===== src/rtl/irq_pkg.sv =====
package irq_pkg;
   localparam int CODE_W = 5;
   localparam int SW_BITS = 2;
   typedef logic [CODE_W-1:0] exc_code_t;
   localparam exc_code_t CODE_INT  = 5'd0;
   localparam exc_code_t CODE_SYS  = 5'd8;
   localparam exc_code_t CODE_BRK  = 5'd9;
   localparam exc_code_t CODE_RSVD = 5'd10;
   localparam exc_code_t CODE_OVF  = 5'd12;
endpackage


===== src/rtl/irq_sw_pend.sv =====
module irq_sw_pend #(
   parameter int BITS = 2
) (
   input  logic            clk,
   input  logic            rst_n,
   input  logic            wr_en,
   input  logic [BITS-1:0] wr_data,
   output logic [BITS-1:0] sw_q
);
   always_ff @(posedge clk) begin
      if (!rst_n)     sw_q <= '0;
      else if (wr_en) sw_q <= wr_data;
   end

   assert_sw_readback_R6: assert property (@(posedge clk) disable iff (!rst_n)
      wr_en |=> sw_q == $past(wr_data));
endmodule


===== src/rtl/irq_line_arb.sv =====
module irq_line_arb #(
   parameter int WIDTH = 8
) (
   input  logic [WIDTH-1:0] req,
   input  logic [WIDTH-1:0] mask,
   output logic             hit
);
   logic [WIDTH-1:0] gated;
   for (genvar i = 0; i < WIDTH; i++) begin : g_gate
      assign gated[i] = req[i] & mask[i];
   end
   assign hit = |gated;
endmodule


===== src/rtl/irq_level_cmp.sv =====
module irq_level_cmp #(
   parameter int IPL_W = 6
) (
   input  logic [IPL_W-1:0] presented,
   input  logic [IPL_W-1:0] running,
   output logic             above
);
   assign above = presented > running;

   always_comb begin
      assert_zero_never_above_R4: assert (!(above && presented == '0));
   end
endmodule


===== src/rtl/irq_cause_ctrl.sv =====
module irq_cause_ctrl
   import irq_pkg::*;
#(
   parameter int NUM_HW_LINES = 6,
   parameter int IPL_W        = 6,
   localparam int PEND_W      = NUM_HW_LINES + SW_BITS
) (
   input  logic              clk,
   input  logic              rst_n,
   input  logic              ctl_capable,
   input  logic              vec_enable,
   input  logic [IPL_W-1:0]  ext_level,
   input  logic [IPL_W-1:0]  run_level,
   input  logic [NUM_HW_LINES-1:0] hw_req,
   input  logic [PEND_W-1:0] irq_mask,
   input  logic              glob_ie,
   input  logic              exc_level,
   input  logic              sw_wr_en,
   input  logic [PEND_W-1:0] sw_wr_data,
   input  logic              exc_load,
   input  logic [CODE_W-1:0] exc_code_in,
   output logic              take_irq,
   output logic              ctl_mode,
   output logic [PEND_W-1:0] pend_field,
   output logic [CODE_W-1:0] exc_code
);
   if (IPL_W < 1 || IPL_W > NUM_HW_LINES) begin : g_bad_ipl
      $error("IPL_W must be between 1 and NUM_HW_LINES");
   end
   if (NUM_HW_LINES < 1) begin : g_bad_lines
      $error("NUM_HW_LINES must be at least 1");
   end

   logic                    mode_q;
   logic                    take_q;
   logic [NUM_HW_LINES-1:0] hw_q;
   exc_code_t               code_q;
   logic [SW_BITS-1:0]      sw_q;
   logic                    sw_hit, line_hit, lvl_above;
   logic                    want, decide;
   logic [NUM_HW_LINES-1:0] snap_ext;

   irq_sw_pend #(.BITS(SW_BITS)) u_sw (
      .clk(clk), .rst_n(rst_n), .wr_en(sw_wr_en),
      .wr_data(sw_wr_data[SW_BITS-1:0]), .sw_q(sw_q));

   irq_line_arb #(.WIDTH(SW_BITS)) u_sw_arb (
      .req(sw_q), .mask(irq_mask[SW_BITS-1:0]), .hit(sw_hit));

   irq_line_arb #(.WIDTH(NUM_HW_LINES)) u_hw_arb (
      .req(hw_req), .mask(irq_mask[PEND_W-1:SW_BITS]), .hit(line_hit));

   irq_level_cmp #(.IPL_W(IPL_W)) u_cmp (
      .presented(ext_level), .running(run_level), .above(lvl_above));

   if (IPL_W < NUM_HW_LINES) begin : g_pad
      assign snap_ext = {{(NUM_HW_LINES-IPL_W){1'b0}}, ext_level};
   end else begin : g_full
      assign snap_ext = ext_level;
   end

   always_comb begin
      if (mode_q) want = lvl_above | sw_hit;
      else        want = line_hit  | sw_hit;
      decide = want & glob_ie & ~exc_level & ~take_q;
   end

   always_ff @(posedge clk) begin
      if (!rst_n) begin
         mode_q <= 1'b0;
         take_q <= 1'b0;
         hw_q   <= '0;
         code_q <= CODE_INT;
      end else begin
         mode_q <= ctl_capable & vec_enable;
         take_q <= decide;
         if (mode_q) begin
            if (decide) hw_q <= snap_ext;
         end else begin
            hw_q <= hw_req;
         end
         if (decide)        code_q <= CODE_INT;
         else if (exc_load) code_q <= exc_code_in;
      end
   end

   assign take_irq   = take_q;
   assign ctl_mode   = mode_q;
   assign pend_field = {hw_q, sw_q};
   assign exc_code   = code_q;

   assert_take_single_R9: assert property (@(posedge clk) disable iff (!rst_n)
      take_irq |=> !take_irq);
   assert_take_code_zero_R10: assert property (@(posedge clk) disable iff (!rst_n)
      take_irq |-> exc_code == CODE_INT);
   assert_load_code_R10: assert property (@(posedge clk) disable iff (!rst_n)
      (exc_load && !decide) |=> exc_code == $past(exc_code_in));
   assert_zero_level_quiet_R4: assert property (@(posedge clk) disable iff (!rst_n)
      (mode_q && ext_level == '0 && !sw_hit) |=> !take_irq);
   assert_snapshot_hold_R5: assert property (@(posedge clk) disable iff (!rst_n)
      (mode_q && !decide) |=> $stable(pend_field[PEND_W-1:SW_BITS]));
   assert_blocked_in_exc_R8: assert property (@(posedge clk) disable iff (!rst_n)
      exc_level |=> !take_irq);
endmodule


===== config.mk =====
export PLATFORM = sky130hd
export DESIGN_NAME = irq_cause_ctrl
export DESIGN_NICKNAME = d
export VERILOG_FILES = /design/src/rtl/irq_pkg.sv /design/src/rtl/irq_sw_pend.sv /design/src/rtl/irq_line_arb.sv /design/src/rtl/irq_level_cmp.sv /design/src/rtl/irq_cause_ctrl.sv
export SDC_FILE = /design/constraint.sdc
export NUM_CORES = 1
export LEC_CHECK = 0
export BUFFER_PORTS_ARGS = -buffer_cell sky130_fd_sc_hd__buf_2
export CELL_PAD_IN_SITES_DETAIL_PLACEMENT = 0
export CELL_PAD_IN_SITES_GLOBAL_PLACEMENT = 1
export CORE_MARGIN = 2
export CORE_UTILIZATION = 28
export DETAILED_ROUTE_END_ITERATION = 10
export PLACE_DENSITY = 0.89
export SLEW_MARGIN = 20
export SYNTH_ARGS = -nofsm -noshare
export SYNTH_HDL_FRONTEND = slang
export SYNTH_SLANG_ARGS = --single-unit

===== constraint.sdc =====
create_clock -name clk -period 2.05 [get_ports clk]
set_clock_uncertainty 0.15 [all_clocks]
set_input_delay 0.41 -clock clk [delete_from_list [all_inputs] [get_ports clk]]
set_output_delay 0.41 -clock clk [all_outputs]
set_load 0.05 [all_outputs]

# Word-level counts from Yosys, hierarchy flattened
# Cells that the tools add are included.
# Widths: inputs -> output; s select.
[word_totals]
wordCells = 30
register_bits = 15
[classes]
order_cmp = 1
n_bitwise = 17
reduce_logical = 3
mux = 3
n_eq_ne = 1
[op_table]
columns = ["operator", "n"]
rows = [
  ["$and 1x1->1", 12],
  ["$mux 6", 2],
  ["$gt 6x6->1", 1],
  ["$reduce_or 6->1", 1],
  ["$reduce_or 2->1", 2],
  ["$not 1->1", 3],
  ["$ne 2x1->1 const B", 1],
  ["$or 1x1->1", 2],
  ["$mux 1", 1],
]

# Depth between registers and ports, before layout
# Gate-level depths: netlist of run 1.
[depth]
depth_word = 9
depth_mapped = 7
depth_no_buf = 7

# By module
# A second synthesis of run 1 with hierarchy kept.
[unflattened]
cells_unflattened = 89
area_unflattened_um2 = 894.6
[modules_own_cells]
columns = ["module", "instances", "area_each_um2", "seq_area_each_um2", "cells_per_inst"]
rows = [
  ["irq_cause_ctrl", 1, 638.1, 260.2, 58],
  ["irq_level_cmp", 1, 147.6, 0.0, 20],
  ["irq_sw_pend", 1, 72.6, 40.0, 6],
  ["irq_line_arb at u_hw_arb", 1, 27.5, 0.0, 4],
  ["irq_line_arb at u_sw_arb", 1, 8.8, 0.0, 1],
]

# Worst setup path before layout of run 1
# OpenSTA, ideal clock, no wires.
[synth_path]
kind = "flip-flop to flip-flop"
from = "register mode_q (netlist: ctl_mode)"
to = "register hw_q[1]"
stages_incl_launch_ff = 6
arrival_time_ps = 1627
n_path_buf = 1
slack_ps = 151
path_cell_list = "dfxtp_1 buf_2 a31oi_1 o21ai_0 nand2_2 o311a_1"
[synth_between]
elab_chain_cells = 5
[synth_lines]
columns = ["item", "line_no", "text"]
rows = [
  ["start, declared", "irq_cause_ctrl.sv:34", "logic mode_q;"],
  ["start signal, assigned", "irq_cause_ctrl.sv:75", "mode_q <= ctl_capable & vec_enable;"],
  ["$mux 1", "irq_cause_ctrl.sv:63", "if (mode_q) want = lvl_above | sw_hit;"],
  ["$and 1x1->1 (3 in a row)", "irq_cause_ctrl.sv:65", "decide = want & glob_ie & ~exc_level & ~take_q;"],
  ["$ne 2x1->1 (no source line)", "-", ""],
  ["end signal, assigned", "irq_cause_ctrl.sv:78", "if (decide) hw_q <= snap_ext;"],
  ["end signal, assigned", "irq_cause_ctrl.sv:80", "hw_q <= hw_req;"],
  ["end, declared", "irq_cause_ctrl.sv:36", "logic [NUM_HW_LINES-1:0] hw_q;"],
]
# Several ways; a longest one is shown, not always the timed one.
# A chain may end at the register's enable or synchronous reset.

# Worst setup path after layout of run 1
[layout_path]
from = "register mode_q (netlist: ctl_mode)"
to = "output port ctl_mode"
[layout_lines]
columns = ["item", "line_no", "text"]
rows = [
  ["end, declared", "irq_cause_ctrl.sv:23", "output logic ctl_mode,"],
]
# No word-level cell between the ends.

==> summary.txt, run 1 <==
Worst setup path
  – Crit path max fanout: 8
  – Max incr delay on CP: 0.56 ns
  – CP Cell Sequence: buf_4 > buf_2
  – CP max-delay cell: dfxtp_1
  – Arr. time, crit path: 1.31 ns
  – WP data required: 1.49 ns
  – Crit end category: primary output
  – Kind of critical path: reg -> out
  – CP startpoint kind: register

Routing
  – Via density: 4.915
  – Total wire length: 2245 microns
  – Routed vias: 865
  – DRC: 0
  – First DRT Iteration DRCs: 11
  – DR pass1 iterations: 4
  – Final ANT Viol Nets: 0
  – WL/cell: 12.76 microns

Synthesis
  – Number of synthesized flops with an enable pin: 0
  – Synth Area per Inst: 10.17 sq um
  – Yosys reg bits: 15
  – Mapped Area: 864.6 sq um
  – Post-Syn Instances: 85
  – Synth cell types: 30
  – Post-synthesis sequential area ratio: 34.73%
  – Ys async rst share: 0%
  – Yosys warnings: 0
  – Post-synth top flop: dfxtp_1
  – Syn nets: 138

Floorplan
  – Die Ht: 59.57 microns
  – Core Area: 3003 sq um
  – Num rows: 20
  – Die X: 59.57 microns
  – Number of I/O pins: 62
  – Die area: 3548 sq um
  – Initial Utilization: 28.79%

Clock tree
  – CTS tree: built
  – Longest Clk Path Bufs: 2
  – Post-CTS Hold Buffers: 0
  – Clock root cell: clkbuf_4
  – Clock sink count: 15
  – Post-CTS setup buffer count: 0
  – Worst skew pair latency: 0.28 ns
  – Num CTS Buffers: 3
  – Post-CTS resize count: 0
  – Htree depth: 1
  – Clock transition at the registers of the reported paths: 0.08 ns

Power
  – Lkg Pwr: 0.0006297 uW
  – Total power: 709.9 uW
  – Peak supply drop: 0.4059 mV
  – PD cells: 588.6 nW/um^2

Timing
  – Final Cycle Share: 91.26%
  – Max-slew violations: 0
  – RSZ-0062 raised after global routing: false
  – Final Hold Fails: 0
  – Worst setup margin: 0.1792 ns
  – Min cycle time layout: 1.871 ns
  – F_max: 534.5 MHz
  – Finish-stage setup viols: 0
  – Relative slew slack: 73.82%
  – Measured slew at the worst slew-check pin: 0.3922 ns

Layout
  – Fin util: 40.17%
  – Syn-to-layout area delta: 39.51%
  – Fill cells: 319
  – Fin nets: 197
  – Diodes inserted: 0
  – Layout cells sized above 1: 50.35%

Run
  – MaxCap Viol Count: 0

GRT
  – First-pass GRT wire length: 3739 microns
  – Vias in the first global route: 869
  – Global Route Usage Sum: 14.35%
  – Largest net degree at the start of global routing: 16
  – Antenna violations before repair: 0
  – GRT overflow: 0

Min path
  – HP Class: in -> reg

Place
  – Dpl hpwl: 1939 microns
  – GP Congestion: 0.7939
  – Worst slack, placed: -0.01983 ns
  – Port bufs: 55

Outcome
  – Status: complete, no violations
-- layout make-up --
cell class / count / area, sq um / area share, %
flip-flops and latches: 15 / 300.3 / 24.90
clock buffers: 4 / 26.28 / 2.178
well taps: 33 / 41.29 / 3.423
inverters: 7 / 26.28 / 2.178
repair buffers: 56 / 282.8 / 23.44
multi-input cells: 61 / 529.3 / 43.88
-- cell usage after synthesis (2+ instances only) --
master | n | area share (%)
a22oi_1 | 3 | 2.6
nand3_1 | 2 | 1.2
dfxtp_1 | 15 | 35
nor2b_1 | 3 | 2.2
a31oi_1 | 2 | 1.4
ha_1 | 6 | 8.7
o311a_1 | 5 | 5.8
mux2_2 | 5 | 6.5
mux2i_1 | 7 | 8.1
and3_1 | 6 | 4.3
o31ai_1 | 5 | 4.3
inv_1 | 6 | 2.6
o21ai_0 | 3 | 1.7
-- cell usage in the layout, fill, tap and decap left out, types with 2 or more instances in the layout --
cell type	instances
mux2i_1	7
inv_1	6
ha_1	6
buf_2	55
nor2b_1	3
a31oi_1	2
a22oi_1	3
nand3_1	2
o21ai_0	3
clkbuf_4	3
dfxtp_1	15
mux2_2	5
o31ai_1	5
o311a_1	5
and3_1	6
-- kinds of logic (layout without fill, tap and decap cells) --
logic type / Yosys count / after routing / share of synthesized area [%]
AOI/OAI and AO/OA: 26 / 26 / 25.61
and+or+nand+nor: 17 / 17 / 12.30
DFF: 15 / 15 / 34.73
muxes: 12 / 12 / 14.62
buffers and inverters: 9 / 67 / 4.051
adders and majority gates: 6 / 6 / 8.683
-- registers in the layout, indices dropped and copies added (netlist names) --
signal / count
ctl_mode: 1
take_irq: 1
u_sw.sw_q: 2
hw_q: 6
exc_code: 5
-- path summary, 6_finish.rpt --
path / startpoint / to / slack, ns / cells after the start
hold / removal: vec_enable / ctl_mode / 0.22 / 2
setup reg to reg: ctl_mode / hw_q[2] / 0.36 / 3
hold reg to reg: hw_q[0] / hw_q[0] / 0.35 / 2
setup / recovery: ctl_mode / ctl_mode / 0.18 / 2
-- metrics by stage --
stage / setup TNS (ns) / area, sq um / hold WS (ns) / instances
2_1_floorplan: 0 / 864.6 / 0.3983 / 85
3_3_place_gp: 0 / 1180 / 0.3284 / 172
3_5_place_dp: -0.1463 / 1180 / 0.3329 / 172
4_1_cts: 0 / 1206 / 0.2251 / 176
5_1_grt: 0 / 1206 / 0.2363 / 176
6_report: 0 / 1206 / 0.2244 / 176
-- power breakdown --
| part | switching (uW) | internal [uW] | total (uW) |
|---|---|---|---|
| registers | 11.8 | 310 | 322 |
| logic | 136 | 86.8 | 223 |
| clock network | 89.5 | 75.6 | 165 |
-- worst max-delay path, delay by kind of cell, from the launching register on --
kind | cells | cell delay (ns)
buf+inv | 2 | 0.46
flops | 1 | 0.56
-- metal layers --
metal | GRT usage [%] | routed length, microns | vias up
met2 | 24.80 | 1095 | 29
met5 | 0 | 0 | -
met4 | 5.714 | 39 | 0
met1 | 16.12 | 966 | 388
met3 | 4.803 | 143 | 4
li1 | - | - | 444
Power figures use the tool's default switching activity.
==> run 2, diff against run 1 <==
--- a/config.mk
+++ b/config.mk
@@ -11,6 +11,7 @@
 export CORE_MARGIN = 2
 export CORE_UTILIZATION = 28
 export DETAILED_ROUTE_END_ITERATION = 10
+export MAX_ROUTING_LAYER = met4
 export PLACE_DENSITY = 0.89
 export SLEW_MARGIN = 20
 export SYNTH_ARGS = -nofsm -noshare
==> summary.txt, run 2 (synthesis gave the netlist of run 1 again) <==
Outcome
  – Status: complete, no violations (unchanged)

Min path
  – HP Class: in -> reg (unchanged)
  – Worst hold start: vec_enable (unchanged)

Layout
  – Most common cell after layout, fill and taps aside: buf_2 (unchanged)
  – Most frequent cells in the layout: 55 x buf_2, 15 x dfxtp_1, 7 x mux2i_1 (unchanged)
  – Final std cells w/o fill: 176 (unchanged)
  – Largest register by flop count: hw_q (unchanged)
  – Diodes inserted: 0 (unchanged)
  – Fill cells: 319 (unchanged)
  – Fin nets: 197 (unchanged)
  – Max reg flops: 6 (unchanged)
  – Layout cells sized above 1: 50.35% (unchanged)
  – Fin util: 40.17% (unchanged)
  – Syn-to-layout area delta: 39.51% (unchanged)
  – Final Cell Area: 1206 sq um (unchanged)

Timing
  – Finish-stage setup viols: 0 (unchanged)
  – RSZ-0062 raised after global routing: false (unchanged)
  – Measured slew at the worst slew-check pin: 0.3922 ns (unchanged)
  – F_max: 534.5 MHz (unchanged)
  – Final Hold Slack: 0.2244 ns (unchanged)
  – Final Hold Fails: 0 (unchanged)
  – Min cycle time layout: 1.871 ns (unchanged)
  – Final Cycle Share: 91.26% (unchanged)
  – Max-slew violations: 0 (unchanged)
  – Relative slew slack: 73.82% (unchanged)

Clock tree
  – Clock sink count: 15 (unchanged)
  – Htree depth: 1 (unchanged)
  – Num CTS Buffers: 3 (unchanged)
  – Post-CTS Hold Buffers: 0 (unchanged)
  – Post-CTS resize count: 0 (unchanged)
  – Longest Clk Path Bufs: 2 (unchanged)
  – CTS tree: built (unchanged)
  – Post-CTS setup buffer count: 0 (unchanged)
  – Worst skew pair latency: 0.28 ns (about the same)
  – Clock transition at the registers of the reported paths: 0.08 ns (about the same)
  – Clock root cell: clkbuf_4 (unchanged)

Routing
  – Via density: 4.915 (unchanged)
  – DRC: 0 (unchanged)
  – First DRT Iteration DRCs: 11 (unchanged)
  – Routed vias: 865 (unchanged)
  – WL/cell: 12.76 microns (unchanged)
  – Final ANT Viol Nets: 0 (unchanged)
  – DR pass1 iterations: 4 (unchanged)
  – Total wire length: 2245 microns (unchanged)

Worst setup path
  – Worst R2R Start: ctl_mode (unchanged)
  – CP startpoint kind: register (unchanged)
  – CP max-delay cell: dfxtp_1 (unchanged)
  – FF-to-FF End: hw_q[2] (unchanged)
  – CP Capture Point: ctl_mode (unchanged)
  – Crit path max fanout: 8 (unchanged)
  – CP Cell Sequence: buf_4 > buf_2 (unchanged)
  – Arr. time, crit path: 1.31 ns (about the same)
  – Worst Setup SP: ctl_mode (unchanged)
  – Kind of critical path: reg -> out (unchanged)
  – R2R Setup Slk: 0.36 ns (about the same)
  – Max incr delay on CP: 0.56 ns (about the same)
  – Crit end category: primary output (unchanged)
  – Worst r2r path cells: 3 (unchanged)
  – WP data required: 1.49 ns (about the same)

Power
  – Proportion of power drawn by the clock network: 23.3% (about the same)
  – Lkg Pwr: 0.0006297 uW (unchanged)
  – Peak supply drop: 0.4059 mV (unchanged)
  – Total power: 710.0 uW (was 709.9 uW)
  – Sw Share: 33.42% (about the same)
  – NetSw: 237.2 uW (about the same)
  – Int Power: 472.7 uW (about the same)
  – Comb pwr share: 31.4% (about the same)
  – PD cells: 588.6 nW/um^2 (about the same)
  – Flop pwr share: 45.4% (about the same)

Floorplan
  – Num rows: 20 (unchanged)
  – Number of I/O pins: 62 (unchanged)
  – Initial Utilization: 28.79% (unchanged)
  – Die X: 59.57 microns (unchanged)
  – Core Area: 3003 sq um (unchanged)
  – Die Ht: 59.57 microns (unchanged)
  – Die area: 3548 sq um (unchanged)

GRT
  – GRT overflow: 0 (unchanged)
  – Largest net degree at the start of global routing: 16 (unchanged)
  – First-pass GRT wire length: 3739 microns (unchanged)
  – Global Route Usage Sum: 14.77% (was 14.35%)
  – Antenna violations before repair: 0 (unchanged)
  – Vias in the first global route: 869 (unchanged)

Place
  – Port bufs: 55 (unchanged)
  – Dpl cells: 172 (unchanged)
  – Dpl hpwl: 1939 microns (unchanged)
  – Placed Area: 1180 sq um (unchanged)
  – GP Congestion: 0.8052 (was 0.7939)

Run
  – MaxCap Viol Count: 0 (unchanged)
==> run 2: cell counts in the layout (fill, tap and decap cells not counted) <==
Identical to the previous run, type by type.
==> run 2: layout make-up <==
cell class	instances	area (sq um)	share of cell area, %
Clock buffer	4	26.28	2.178
Inverter	7	26.28	2.178
Multi-Input combinational cell	61	529.3	43.88
Sequential cell	15	300.3	24.90
Tap cell	33	41.29	3.423
Timing Repair Buffer	56	282.8	23.44
==> run 2: critical path, delay by kind of cell, from the launching register on <==
kind / cells / cell delay, ns
flops: 1 / 0.56
buf+inv: 2 / 0.46
==> run 2: power groups by stage <==
stage	Sequential (uW)	Combinational, uW	Clock, uW
final	322	223	165
after global routing	324	245	176
after CTS	322	225	166
after detailed placement	329	224	0
after global placement	328	219	0
after floorplan	393	80.5	0
==> run 2: metal layers <==
| layer | GRT usage (%) | part of all wire (%) | vias to the layer above |
|---|---|---|---|
| met4 | 5.714 | 1.7 | 0 |
| met5 | - | 0 | - |
| met1 | 16.38 | 43 | 388 |
| met2 | 24.80 | 49 | 29 |
| met3 | 4.367 | 6.0 | 4 |
| li1 | - | - | 444 |
==> run 2: worst min path at each step <==
stage | to | depth (start not counted)
6_report | ctl_mode | 2
5_1_grt | ctl_mode | 2
4_1_cts | ctl_mode | 2
3_5_place_dp | hw_q[0] | 2
3_3_place_gp | hw_q[0] | 2
2_1_floorplan | hw_q[0] | 2
==> run 2: metrics by stage <==
| stage | setup TNS [ns] | setup slack (ns) |
|---|---|---|
| finish | 0 | 0.1792 |
| CTS | 0 | 0.1740 |
| floorplan | 0 | 0.1512 |
| global route | 0 | 0.1378 |
| detailed placement | -0.1463 | -0.01983 |
| global placement | 0 | 0.01593 |
